## src/rtl/pwb_pkg.sv

```systemverilog
package pwb_pkg;

    localparam int PWB_ADDR_W = 32;
    localparam int PWB_DATA_W = 32;
    localparam int PWB_LANES  = PWB_DATA_W / 8;

    typedef struct packed {
        logic [PWB_ADDR_W-1:0] addr;
        logic [PWB_DATA_W-1:0] data;
        logic [PWB_LANES-1:0]  be;
    } pwb_entry_t;

    function automatic int entries_for(input int nbytes);
        return nbytes / PWB_LANES;
    endfunction

    function automatic logic any_lane(input logic [PWB_LANES-1:0] be);
        return |be;
    endfunction

endpackage

```

## src/rtl/pwb_fifo.sv

```systemverilog
module pwb_fifo
    import pwb_pkg::*;
#(
    parameter int DEPTH = 8
) (
    input  logic       clk,
    input  logic       rst,
    input  logic       push,
    input  pwb_entry_t wr_entry,
    input  logic       pop,
    output pwb_entry_t rd_entry,
    output logic       empty,
    output logic       full
);
    localparam int AW = $clog2(DEPTH);

    logic [AW:0] wr_ptr;
    logic [AW:0] rd_ptr;
    pwb_entry_t  slots [DEPTH];

    generate
        for (genvar i = 0; i < DEPTH; i++) begin : g_slot
            always_ff @(posedge clk) begin
                if (push && wr_ptr[AW-1:0] == AW'(i)) begin
                    slots[i] <= wr_entry;
                end
            end
        end
    endgenerate

    always_ff @(posedge clk) begin
        if (rst) begin
            wr_ptr <= '0;
            rd_ptr <= '0;
        end else begin
            if (push) wr_ptr <= wr_ptr + 1'b1;
            if (pop)  rd_ptr <= rd_ptr + 1'b1;
        end
    end

    assign rd_entry = slots[rd_ptr[AW-1:0]];
    assign empty    = (wr_ptr == rd_ptr);
    assign full     = (wr_ptr[AW] != rd_ptr[AW]) &&
                      (wr_ptr[AW-1:0] == rd_ptr[AW-1:0]);

endmodule

```

## src/rtl/pwb_target.sv

```systemverilog
module pwb_target
    import pwb_pkg::*;
(
    input  logic                 clk,
    input  logic                 rst,
    input  logic                 pw_frame,
    input  logic                 pw_valid,
    input  logic [PWB_LANES-1:0] pw_be,
    input  logic                 int_conflict,
    input  logic                 store_full,
    input  logic                 flush_req,
    input  logic                 ta_clear,
    output logic                 pw_ready,
    output logic                 pw_abort,
    output logic                 push,
    output logic                 ta_status
);
    logic abort_q;
    logic ta_q;

    assign pw_abort = pw_frame && pw_valid && (int_conflict || abort_q);
    assign pw_ready = pw_frame && !abort_q && !int_conflict &&
                      !store_full && !flush_req;
    assign push     = pw_valid && pw_ready && any_lane(pw_be);

    always_ff @(posedge clk) begin
        if (rst) begin
            abort_q <= 1'b0;
        end else if (!pw_frame) begin
            abort_q <= 1'b0;
        end else if (pw_abort) begin
            abort_q <= 1'b1;
        end
    end

    always_ff @(posedge clk) begin
        if (rst) begin
            ta_q <= 1'b0;
        end else if (pw_abort) begin
            ta_q <= 1'b1;
        end else if (ta_clear) begin
            ta_q <= 1'b0;
        end
    end

    assign ta_status = ta_q;

endmodule

```

## src/rtl/pwb_drain.sv

```systemverilog
module pwb_drain
    import pwb_pkg::*;
(
    input  logic                  clk,
    input  logic                  rst,
    input  pwb_entry_t            head,
    input  logic                  empty,
    input  logic                  iw_ack,
    output logic                  pop,
    output logic                  iw_req,
    output logic [PWB_ADDR_W-1:0] iw_addr,
    output logic [PWB_DATA_W-1:0] iw_data,
    output logic [PWB_LANES-1:0]  iw_be
);
    pwb_entry_t beat_q;
    logic       req_q;

    assign pop = !empty && (!req_q || iw_ack);

    always_ff @(posedge clk) begin
        if (rst) begin
            req_q <= 1'b0;
        end else if (pop) begin
            req_q <= 1'b1;
        end else if (iw_ack) begin
            req_q <= 1'b0;
        end
    end

    always_ff @(posedge clk) begin
        if (pop) begin
            beat_q <= head;
        end
    end

    assign iw_req  = req_q;
    assign iw_addr = beat_q.addr;
    assign iw_data = beat_q.data;
    assign iw_be   = beat_q.be;

endmodule

```

## src/rtl/pci_post_wbuf.sv

```systemverilog
module pci_post_wbuf
    import pwb_pkg::*;
#(
    parameter int BUF_BYTES = 32
) (
    input  logic                  clk,
    input  logic                  rst,
    input  logic                  pw_frame,
    input  logic                  pw_valid,
    input  logic [PWB_ADDR_W-1:0] pw_addr,
    input  logic [PWB_DATA_W-1:0] pw_data,
    input  logic [PWB_LANES-1:0]  pw_be,
    output logic                  pw_ready,
    output logic                  pw_abort,
    input  logic                  int_conflict,
    output logic                  iw_req,
    output logic [PWB_ADDR_W-1:0] iw_addr,
    output logic [PWB_DATA_W-1:0] iw_data,
    output logic [PWB_LANES-1:0]  iw_be,
    input  logic                  iw_ack,
    input  logic                  flush_req,
    output logic                  flush_done,
    output logic                  ta_status,
    input  logic                  ta_clear
);
    localparam int DEPTH = entries_for(BUF_BYTES);

    logic       push;
    logic       pop;
    logic       empty;
    logic       full;
    pwb_entry_t in_entry;
    pwb_entry_t head;

    assign in_entry = '{addr: pw_addr, data: pw_data, be: pw_be};

    pwb_target u_target (
        .clk          (clk),
        .rst          (rst),
        .pw_frame     (pw_frame),
        .pw_valid     (pw_valid),
        .pw_be        (pw_be),
        .int_conflict (int_conflict),
        .store_full   (full),
        .flush_req    (flush_req),
        .ta_clear     (ta_clear),
        .pw_ready     (pw_ready),
        .pw_abort     (pw_abort),
        .push         (push),
        .ta_status    (ta_status)
    );

    pwb_fifo #(.DEPTH(DEPTH)) u_fifo (
        .clk      (clk),
        .rst      (rst),
        .push     (push),
        .wr_entry (in_entry),
        .pop      (pop),
        .rd_entry (head),
        .empty    (empty),
        .full     (full)
    );

    pwb_drain u_drain (
        .clk     (clk),
        .rst     (rst),
        .head    (head),
        .empty   (empty),
        .iw_ack  (iw_ack),
        .pop     (pop),
        .iw_req  (iw_req),
        .iw_addr (iw_addr),
        .iw_data (iw_data),
        .iw_be   (iw_be)
    );

    assign flush_done = flush_req && empty && !iw_req;

endmodule

```

## config.mk

```make
export PLATFORM = sky130hd
export DESIGN_NAME = pci_post_wbuf
export DESIGN_NICKNAME = d
export VERILOG_FILES = /design/src/rtl/pwb_pkg.sv /design/src/rtl/pwb_fifo.sv /design/src/rtl/pwb_target.sv /design/src/rtl/pwb_drain.sv /design/src/rtl/pci_post_wbuf.sv
export SDC_FILE = /design/constraint.sdc
export NUM_CORES = 1
export LEC_CHECK = 0
export BUFFER_PORTS_ARGS = -buffer_cell sky130_fd_sc_hd__buf_2
export CAP_MARGIN = 20
export CELL_PAD_IN_SITES_DETAIL_PLACEMENT = 1
export CELL_PAD_IN_SITES_GLOBAL_PLACEMENT = 1
export CORE_ASPECT_RATIO = 1.75
export CORE_UTILIZATION = 48
export DETAILED_ROUTE_END_ITERATION = 16
export PLACE_DENSITY_LB_ADDON = 0.08
export SLEW_MARGIN = 20
export SYNTH_ARGS = -nofsm -noshare
export SYNTH_HDL_FRONTEND = slang
export SYNTH_SLANG_ARGS = --single-unit
```

## constraint.sdc

```tcl
create_clock -name clk -period 4 [get_ports clk]
set_clock_uncertainty 0.2 [all_clocks]
set_input_delay 1.2 -clock clk [delete_from_list [all_inputs] [get_ports clk]]
set_output_delay 1.2 -clock clk [all_outputs]
set_load 0.02 [all_outputs]
```

==> summary.txt, run 1 <==
Cells and area
  • Final non-filler cell area: 26800 µm²
  • Number of diodes: 0
  • Synthesis-to-finish area growth: 15.4%
  • Layout cells sized above 1: 0.318
  • Nets: 1344
  • Fill count: 4112

Detailed routing
  • Total wire length: 48.7 mm
  • Post-route ant nets: 0
  • Drt pass-1 iters: 5
  • Via-to-Cell Ratio: 5.62
  • WL per Instance: 25.7 µm
  • Post-route DRC violation count: 0
  • Initial DRC count: 652
  • Vias after detailed routing: 10700

Setup path
  • Worst EP required: 2600 ps
  • Path depth of the worst reg2reg path: 5
  • Crit end category: output pin
  • Crit Path Class: input port to output pin
  • Flop2flop setup slack: 1320 ps
  • R2r startpoint: u_fifo.rd_ptr[0]
  • CP Capture Point: pw_ready
  • Crit-path max FO: 2
  • Worst reg2reg path endpoint: u_fifo.slots[6][3]
  • Data arrival time of the critical path: 2080 ps
  • CP startpoint: int_conflict
  • Setup crit start kind: input port

STA
  • Final TNS setup: 0 ps
  • RSZ-0062 raised after global routing: no
  • Slew headroom: 0.276
  • Final setup vio count: 0
  • Final Cycle Share: 0.871
  • Max Freq: 287 MHz
  • Final WS setup: 515 ps
  • Max Slew Vio Count: 0
  • Minimum clock period: 3480 ps
  • Final hold vios: 0
  • Fin Hold WS: 319 ps
  • Worst Max-Slew Pin Slew: 1090 ps

Logic synthesis
  • Mapped Area: 23300 µm²
  • Total of flip-flops plus latches after synthesis: 623
  • Syn nets: 1161
  • Synth unique cells: 37
  • Syn Area/Cell: 21.6 µm²
  • Sequential element share of the synthesized area: 0.800
  • Ys Warns: 0
  • Mapped Cells: 1078

Clocking
  • Skew-Pair Late Insertion Delay: 600 ps
  • Setup repair bufs after CTS: 0
  • CTS tree: built
  • Post_cts resized: 0
  • CTS buffer count: 53
  • Reg clk slew, reported paths: 70 ps
  • Clock buffer depth: 3
  • # H-tree levels: 2
  • CTS Sinks: 623
  • Clock tree root driver cell: clkbuf_16
  • Post-CTS Hold Buffers: 0

Floorplan
  • Die ar.: 49400 µm²
  • Io pins: 149
  • Initial Utilization: 0.487
  • Site Rows: 106
  • Core Region: 47700 µm²
  • Die width: 168 µm
  • Die H: 293 µm

Global route
  • Vias in the first global route: 11600
  • Initial antenna violation count: 1
  • Total GRT Usage: 0.203
  • First-pass GRT wire length: 73.1 mm
  • Largest net degree at the start of global routing: 140
  • Total global routing overflow: 0

Placed design
  • DP HPWL: 27.2 mm
  • Setup WS pre-CTS: 382 ps
  • Area post-placement: 24900 µm²
  • PortBufs: 148
  • Routability Congestion: 0.706

Power
  • Worst vdd rail ir drop: 0.382 mV
  • Leakage power: 8.84 nW
  • P per Cell Area: 589 nW/µm²

Run status
  • Status: complete, no violations

Min path
  • Hold Crit Class: flop to flop

Run
  • Max Cap Violations: 0
[cell usage after synthesis]
| cell | instances | area, µm² |
|---|---|---|
| xor2_1 | 1 | 8.76 |
| nor2b_1 | 2 | 12.5 |
| and3_1 | 7 | 43.8 |
| buf_2 | 15 | 75.1 |
| xnor2_2 | 3 | 48.8 |
| or4_1 | 1 | 7.51 |
| nor3b_1 | 1 | 7.51 |
| dfxtp_1 | 11 | 220 |
| xnor2_1 | 2 | 17.5 |
| mux2_1 | 1 | 11.3 |
| and2_1 | 2 | 12.5 |
| buf_1 | 6 | 22.5 |
| nand3_2 | 1 | 10.0 |
| inv_2 | 1 | 3.75 |
| nor4b_1 | 1 | 8.76 |
| a21oi_1 | 3 | 15.0 |
| o31a_1 | 1 | 8.76 |
| inv_1 | 6 | 22.5 |
| nor2_2 | 1 | 6.26 |
| nand3_1 | 3 | 15.0 |
| mux4_2 | 136 | 3060 |
| o21a_1 | 1 | 7.51 |
| mux2_4 | 1 | 15.0 |
| nor4_1 | 1 | 6.26 |
| buf_4 | 1 | 7.51 |
| nor2_1 | 9 | 33.8 |
| o211a_1 | 2 | 20.0 |
| nand2_1 | 206 | 773 |
| clkbuf_1 | 11 | 41.3 |
| ha_1 | 7 | 87.6 |
| buf_6 | 15 | 169 |
| edfxtp_1 | 612 | 18400 |
| mux2i_1 | 2 | 20.0 |
| nand4_1 | 1 | 6.26 |
| a41oi_4 | 1 | 27.5 |
| a21o_1 | 2 | 15.0 |
| and4_4 | 1 | 11.3 |
[report_power, final]
group / total [mW] / switching (mW) / leakage (nW) / internal, mW
Clock: 5.65 / 2.30 / 0.927 / 3.35
Combinational: 2.49 / 1.40 / 2.30 / 1.09
Sequential: 7.68 / 0.120 / 5.62 / 7.56
Total: 15.8 / 3.82 / 8.84 / 12.0
[placed cells by master, fill, tap and decap left out, drive strengths merged, types with 3 or more instances in the layout]
cell type,n
a21oi,3
and3,7
buf,176
bufinv,13
clkbuf,60
clkinv,22
clkinvlp,5
dfxtp,11
edfxtp,612
ha,7
inv,7
mux4,136
nand2,206
nand3,4
nor2,10
xnor2,5
[stage by stage]
step           instances  utilization  power, mW
2_1_floorplan       1078            -       9.72
6_report            1900        0.562       15.8
3_3_place_gp        1800        0.522       10.4
4_1_cts             1900        0.562       16.0
3_5_place_dp        1800        0.522       10.4
5_1_grt             1900        0.562       16.4
[state kept, by name, indices dropped and copies added (netlist names)]
name and count:
u_fifo.wr_ptr 4, u_drain.iw_addr 32, u_drain.iw_data 32, u_drain.iw_req 1
u_target.abort_q 1, u_fifo.rd_ptr 4, u_drain.iw_be 4, u_fifo.slots 544
u_target.ta_status 1
[area by class of cell]
class | instances | area [µm²] | area share
clock inverter | 40 | 527 | 0.0196
sequential | 623 | 18600 | 0.693
inverter | 7 | 27.5 | 0.00103
tap | 594 | 743 | 0.0277
clock buffer | 60 | 1400 | 0.0520
timing repair buffer | 176 | 1190 | 0.0443
multi-input combinational | 400 | 4360 | 0.162
[how the worst min path moves through the flow]
stage	from	slack, ps	endpoint	depth (start not counted)
2_1_floorplan	u_target.abort_q	290	u_target.abort_q	1
3_3_place_gp	u_target.ta_status	290	u_target.ta_status	2
3_5_place_dp	u_target.ta_status	310	u_target.ta_status	2
4_1_cts	u_target.ta_status	330	u_target.ta_status	2
5_1_grt	u_target.ta_status	370	u_target.ta_status	2
6_report	u_target.ta_status	320	u_target.ta_status	2
[routing by layer]
| layer | wire, µm | vias up | part of all wire | GRT usage |
|---|---|---|---|---|
| li1 | - | 4700 | - | - |
| met1 | 20200 | 5673 | 0.41 | 0.261 |
| met2 | 25900 | 233 | 0.53 | 0.366 |
| met3 | 1530 | 70 | 0.031 | 0.0207 |
| met4 | 1080 | 0 | 0.022 | 0.0565 |
| met5 | 0 | - | 0 | 0 |
[cells by family after synthesis]
group / synth area share
buf+inv: 0.0147
simple gates: 0.0410
flops: 0.800
xor+xnor: 0.00323
mux: 0.134
compound gates: 0.00403
fa+ha+maj: 0.00377
[worst max-delay path: stages]
cell and delay, ps:
buf_2 100, nor4b_1 410, nor2b_1 190, buf_2 170
Power figures use the tool's default switching activity.
==> inputs of run 2 (changes only) <==
--- a/config.mk
+++ b/config.mk
@@ -5,13 +5,13 @@
 export SDC_FILE = /design/constraint.sdc
 export NUM_CORES = 1
 export LEC_CHECK = 0
-export BUFFER_PORTS_ARGS = -buffer_cell sky130_fd_sc_hd__buf_2
 export CAP_MARGIN = 20
 export CELL_PAD_IN_SITES_DETAIL_PLACEMENT = 1
 export CELL_PAD_IN_SITES_GLOBAL_PLACEMENT = 1
 export CORE_ASPECT_RATIO = 1.75
-export CORE_UTILIZATION = 48
+export CORE_UTILIZATION = 50
 export DETAILED_ROUTE_END_ITERATION = 16
+export DONT_BUFFER_PORTS = 1
 export PLACE_DENSITY_LB_ADDON = 0.08
 export SLEW_MARGIN = 20
 export SYNTH_ARGS = -nofsm -noshare
==> run 2 against run 1 <==
  * Fmax increased by 1.9%
  * Power fell by 4.1%
  * Design area is 3.5% lower
  * Global-route usage rose by 0.24 points
  * Setup slack better by 65 ps
  * Non-clock buffer count down 148
  * Clock power fell by 6.4%
  * Critical endpoint unchanged
  * Largest power group unchanged
==> summary.txt, run 2 (synthesis gave the netlist of run 1 again) <==
Cells and area
  • Synthesis-to-finish area growth: 11.4%
  • Number of diodes: 0
  • Largest Register: u_fifo.slots
  • Most frequent cells in the layout: 612 x edfxtp_1, 206 x nand2_1, 136 x mux4_2
  • Max FFs per register: 544
  • Leading cell type in the layout, fill and taps excluded: edfxtp_1
  • Layout cells sized above 1: 0.227
  • Nets: 1197

Global route
  • First-pass GRT wire length: 70.0 mm
  • Total GRT Usage: 0.205
  • Vias in the first global route: 11200
  • Largest net degree at the start of global routing: 140
  • Initial antenna violation count: 0
  • Total global routing overflow: 0

STA
  • Slew headroom: 0.287
  • Worst Max-Slew Pin Slew: 1070 ps
  • Max Freq: 292 MHz
  • RSZ-0062 raised after global routing: no
  • Final setup vio count: 0
  • Final hold vios: 0
  • Minimum clock period: 3420 ps
  • Final Cycle Share: 0.855
  • Fin Hold WS: 331 ps
  • Final TNS setup: 0 ps
  • Max Slew Vio Count: 0

Placed design
  • DP HPWL: 26.3 mm
  • Routability Congestion: 0.698
  • PortBufs: 0

Floorplan
  • Die ar.: 47400 µm²
  • Initial Utilization: 0.506
  • Die H: 287 µm
  • Io pins: 149
  • Core Region: 45900 µm²
  • Site Rows: 104
  • Die width: 165 µm

Detailed routing
  • Vias after detailed routing: 9994
  • Drt pass-1 iters: 4
  • WL per Instance: 27.0 µm
  • Total wire length: 47.0 mm
  • Post-route DRC violation count: 0
  • Initial DRC count: 627
  • Post-route ant nets: 0
  • Via-to-Cell Ratio: 5.75

Clocking
  • CTS buffer count: 54
  • # H-tree levels: 2
  • Post-CTS Hold Buffers: 0
  • Setup repair bufs after CTS: 0
  • Post_cts resized: 0
  • CTS tree: built
  • Reg clk slew, reported paths: 60 ps
  • Clock tree root driver cell: clkbuf_16
  • Clock buffer depth: 3
  • Skew-Pair Late Insertion Delay: 580 ps
  • CTS Sinks: 623

Power
  • Worst vdd rail ir drop: 0.465 mV
  • Leakage power: 8.18 nW
  • P per Cell Area: 585 nW/µm²

Setup path
  • Buf/Inv on CP: 0
  • Crit end category: output pin
  • Crit Path Class: input port to output pin
  • Slowest Stage Delay on Critical Path: 420 ps
  • CP max-delay cell: nor2b_1
  • Setup crit start kind: input port
  • CP delay by family, top: simple AND/OR/NAND/NOR gates
  • Critical-path cell list: nor4b_1 > nor2b_1
  • Data arrival time of the critical path: 2020 ps
  • Worst EP required: 2600 ps
  • Flop2flop setup slack: 1240 ps
  • Crit-path max FO: 2

Run status
  • Status: complete, no violations

Run
  • Max Cap Violations: 0

Min path
  • Hold Crit Class: flop to flop
-- run 2: changes by cell type in the layout (fill, tap and decap cells not counted), sizes merged --
| cell | delta |
|---|---|
| inv | +1 |
| buf | -148 |
| clkinv | -3 |
| bufinv | -5 |
| clkbuf | +7 |
| clkinvlp | -2 |
-- run 2: metal layers --
layer | wire, µm | track usage
met5 | 0 | 0
met1 | 17900 | 0.245
met4 | 1100 | 0.0592
met3 | 2420 | 0.0407
met2 | 25500 | 0.372
-- run 2: final cells by class --
| type | count | area [µm²] |
|---|---|---|
| clock buffer | 67 | 1420 |
| inverter | 7 | 27.5 |
| multi-input combinational | 400 | 4360 |
| timing repair buffer | 28 | 410 |
| fill | 3890 | 20000 |
| tap | 583 | 729 |
| clock inverter | 31 | 360 |
| sequential | 623 | 18600 |
-- run 2: through the flow --
step	total power, mW	area, µm²	util	std cells	worst slack [ps]
floorplan	9.72	23300	-	1078	474
global placement	10.1	24100	0.525	1641	387
detailed placement	10.1	24100	0.525	1641	355
CTS	15.4	25900	0.564	1739	565
global route	15.7	25900	0.564	1739	492
finish	15.2	25900	0.564	1739	580
-- run 2: worst paths after layout --
| kind | depth (start not counted) | start | endpoint |
|---|---|---|---|
| hold reg to reg | 1 | u_target.abort_q | u_target.abort_q |
| hold / removal | 1 | u_target.abort_q | u_target.abort_q |
| setup reg to reg | 5 | u_fifo.wr_ptr[2] | u_fifo.slots[1][1] |
| setup / recovery | 2 | int_conflict | pw_ready |
-- run 2: where the power goes --
group	switching [mW]	internal (mW)	leakage (nW)
Combinational	0.999	0.922	1.70
Sequential	0.376	7.59	5.62
Clock	2.25	3.04	0.866
==> inputs of run 3 (changes only) <==
--- a/config.mk
+++ b/config.mk
@@ -9,7 +9,7 @@
 export CELL_PAD_IN_SITES_DETAIL_PLACEMENT = 1
 export CELL_PAD_IN_SITES_GLOBAL_PLACEMENT = 1
 export CORE_ASPECT_RATIO = 1.75
-export CORE_UTILIZATION = 50
+export CORE_UTILIZATION = 55
 export DETAILED_ROUTE_END_ITERATION = 16
 export DONT_BUFFER_PORTS = 1
 export PLACE_DENSITY_LB_ADDON = 0.08
==> constraint.sdc (replaced) <==
create_clock -name clk -period 3.4 [get_ports clk]
set_clock_uncertainty 0.2 [all_clocks]
set_input_delay 1.02 -clock clk [delete_from_list [all_inputs] [get_ports clk]]
set_output_delay 1.02 -clock clk [all_outputs]
set_load 0.02 [all_outputs]
==> run 3 against run 2 <==
  * Global-route usage is 2.8 points higher
  * Sequential share of layout area increased by 0.21 points
  * Sequential power up 18%
  * Setup slack worse by 330 ps
  * Hold slack worse by 24 ps
  * Sequential cell count did not move
  * Register-to-register slack worse by 420 ps
  * Design area fell by 0.28%
  * Power grew 15%
  * Via count increased by 1.5%
  * Die area shrank 9.0%
  * Largest cell class unchanged
  * Largest power group unchanged
==> summary.txt, run 3 (synthesis gave the netlist of run 1 again) <==
STA
  • Worst Max-Slew Pin Slew: 886 ps
  • Final WS setup: 250 ps
  • Final hold vios: 0
  • Max Slew Vio Count: 0
  • Fin Hold WS: 306 ps
  • Slew headroom: 0.409
  • Final TNS setup: 0 ps
  • RSZ-0062 raised after global routing: no
  • Max Freq: 317 MHz
  • Final Cycle Share: 0.926
  • Final setup vio count: 0
  • Minimum clock period: 3150 ps

Setup path
  • Slowest Stage Delay on Critical Path: 550 ps
  • CP max-delay cell: dfxtp_1
  • Crit Path Class: flop to output pin
  • Worst EP required: 2180 ps
  • Crit end category: output pin
  • Crit-path max FO: 7
  • Setup crit start kind: flop
  • Critical-path cell list: xnor2_2 > nand4_1 > nor3b_1 > buf_4
  • Data arrival time of the critical path: 1930 ps

Detailed routing
  • Vias after detailed routing: 10100
  • Post-route ant nets: 0
  • Post-route DRC violation count: 0
  • Total wire length: 47.7 mm
  • Drt pass-1 iters: 4
  • Initial DRC count: 682
  • Via-to-Cell Ratio: 5.90
  • WL per Instance: 27.8 µm

Run status
  • Status: complete, no violations

Floorplan
  • Initial Utilization: 0.557
  • Die width: 157 µm
  • Core Region: 41700 µm²
  • Die H: 274 µm
  • Site Rows: 99
  • Io pins: 149
  • Die ar.: 43100 µm²

Cells and area
  • Synthesis-to-finish area growth: 11.1%
  • Number of diodes: 0
  • Layout cells sized above 1: 0.227
  • Multi-input combinational cell area: 4360 µm²
  • Max FFs per register: 544
  • Nets: 1205
  • Largest Register: u_fifo.slots
  • Fill count: 3389
  • Leading cell type in the layout, fill and taps excluded: edfxtp_1
  • Seq. cell area: 18600 µm²
  • Final Util: 0.619
  • Most frequent cells in the layout: 612 x edfxtp_1, 206 x nand2_1, 136 x mux4_2

Global route
  • Vias in the first global route: 11500
  • Largest net degree at the start of global routing: 140
  • Initial antenna violation count: 1
  • Total GRT Usage: 0.234
  • First-pass GRT wire length: 72.0 mm
  • Total global routing overflow: 0

Clocking
  • Post_cts resized: 0
  • Post-CTS Hold Buffers: 0
  • CTS tree: built
  • CTS Sinks: 623
  • Reg clk slew, reported paths: 70 ps
  • Setup repair bufs after CTS: 0
  • Clock buffer depth: 3
  • # H-tree levels: 2
  • Clock tree root driver cell: clkbuf_16
  • Skew-Pair Late Insertion Delay: 590 ps
  • CTS buffer count: 53

Placed design
  • PortBufs: 0
  • DP HPWL: 27.3 mm
  • Setup WS pre-CTS: 189 ps
  • Routability Congestion: 0.703

Run
  • Max Cap Violations: 0

Power
  • Worst vdd rail ir drop: 0.579 mV
  • Leakage power: 8.18 nW
  • P per Cell Area: 675 nW/µm²

Min path
  • Hold Crit Class: input port to flop
==> run 3: worst max-delay path: cells and delay by family (launching register included) <==
kind / cells / cell delay, ps
simple gates: 2 / 420
xor+xnor: 1 / 220
buf+inv: 1 / 170
flops: 1 / 550
==> run 3: cell type report <==
class / count / share of cell area
flip-flops and latches: 623 / 0.720
multi-input cells: 400 / 0.169
clock buffers: 61 / 0.0525
well taps: 555 / 0.0269
repair buffers: 37 / 0.0204
clock inverters: 36 / 0.0104
inverters: 7 / 0.00107
==> run 3: worst paths after layout <==
path	startpoint	slack, ps	end	cells after the start
setup / recovery	u_fifo.wr_ptr[2]	250	flush_done	4
hold / removal	rst	310	u_fifo.rd_ptr[1]	1
setup reg to reg	u_fifo.wr_ptr[2]	820	u_fifo.slots[0][62]	5
hold reg to reg	u_target.abort_q	340	u_target.abort_q	1
==> run 3: where the power goes <==
group          total, mW  switching, mW  leakage (nW)  internal, mW
Sequential          9.37          0.449          5.62          8.92
Combinational       2.29           1.20          1.76          1.09
Clock               5.77           2.61         0.804          3.16
Total               17.4           4.26          8.18          13.2
==> run 3: through the flow <==
stage	cells	total power, mW	area (µm²)
floorplan	1078	11.4	23300
CTS	1719	17.6	25800
global placement	1622	11.8	24200
finish	1719	17.4	25800
detailed placement	1622	11.9	24200
global route	1719	18.0	25800
==> run 3: routing by layer <==
metal  part of all wire  global-route usage  wire length, µm
met3              0.049              0.0438             2320
met5                  0                   0                0
met4              0.018              0.0588              875
met2               0.55               0.425            26300
met1               0.38               0.284            18200
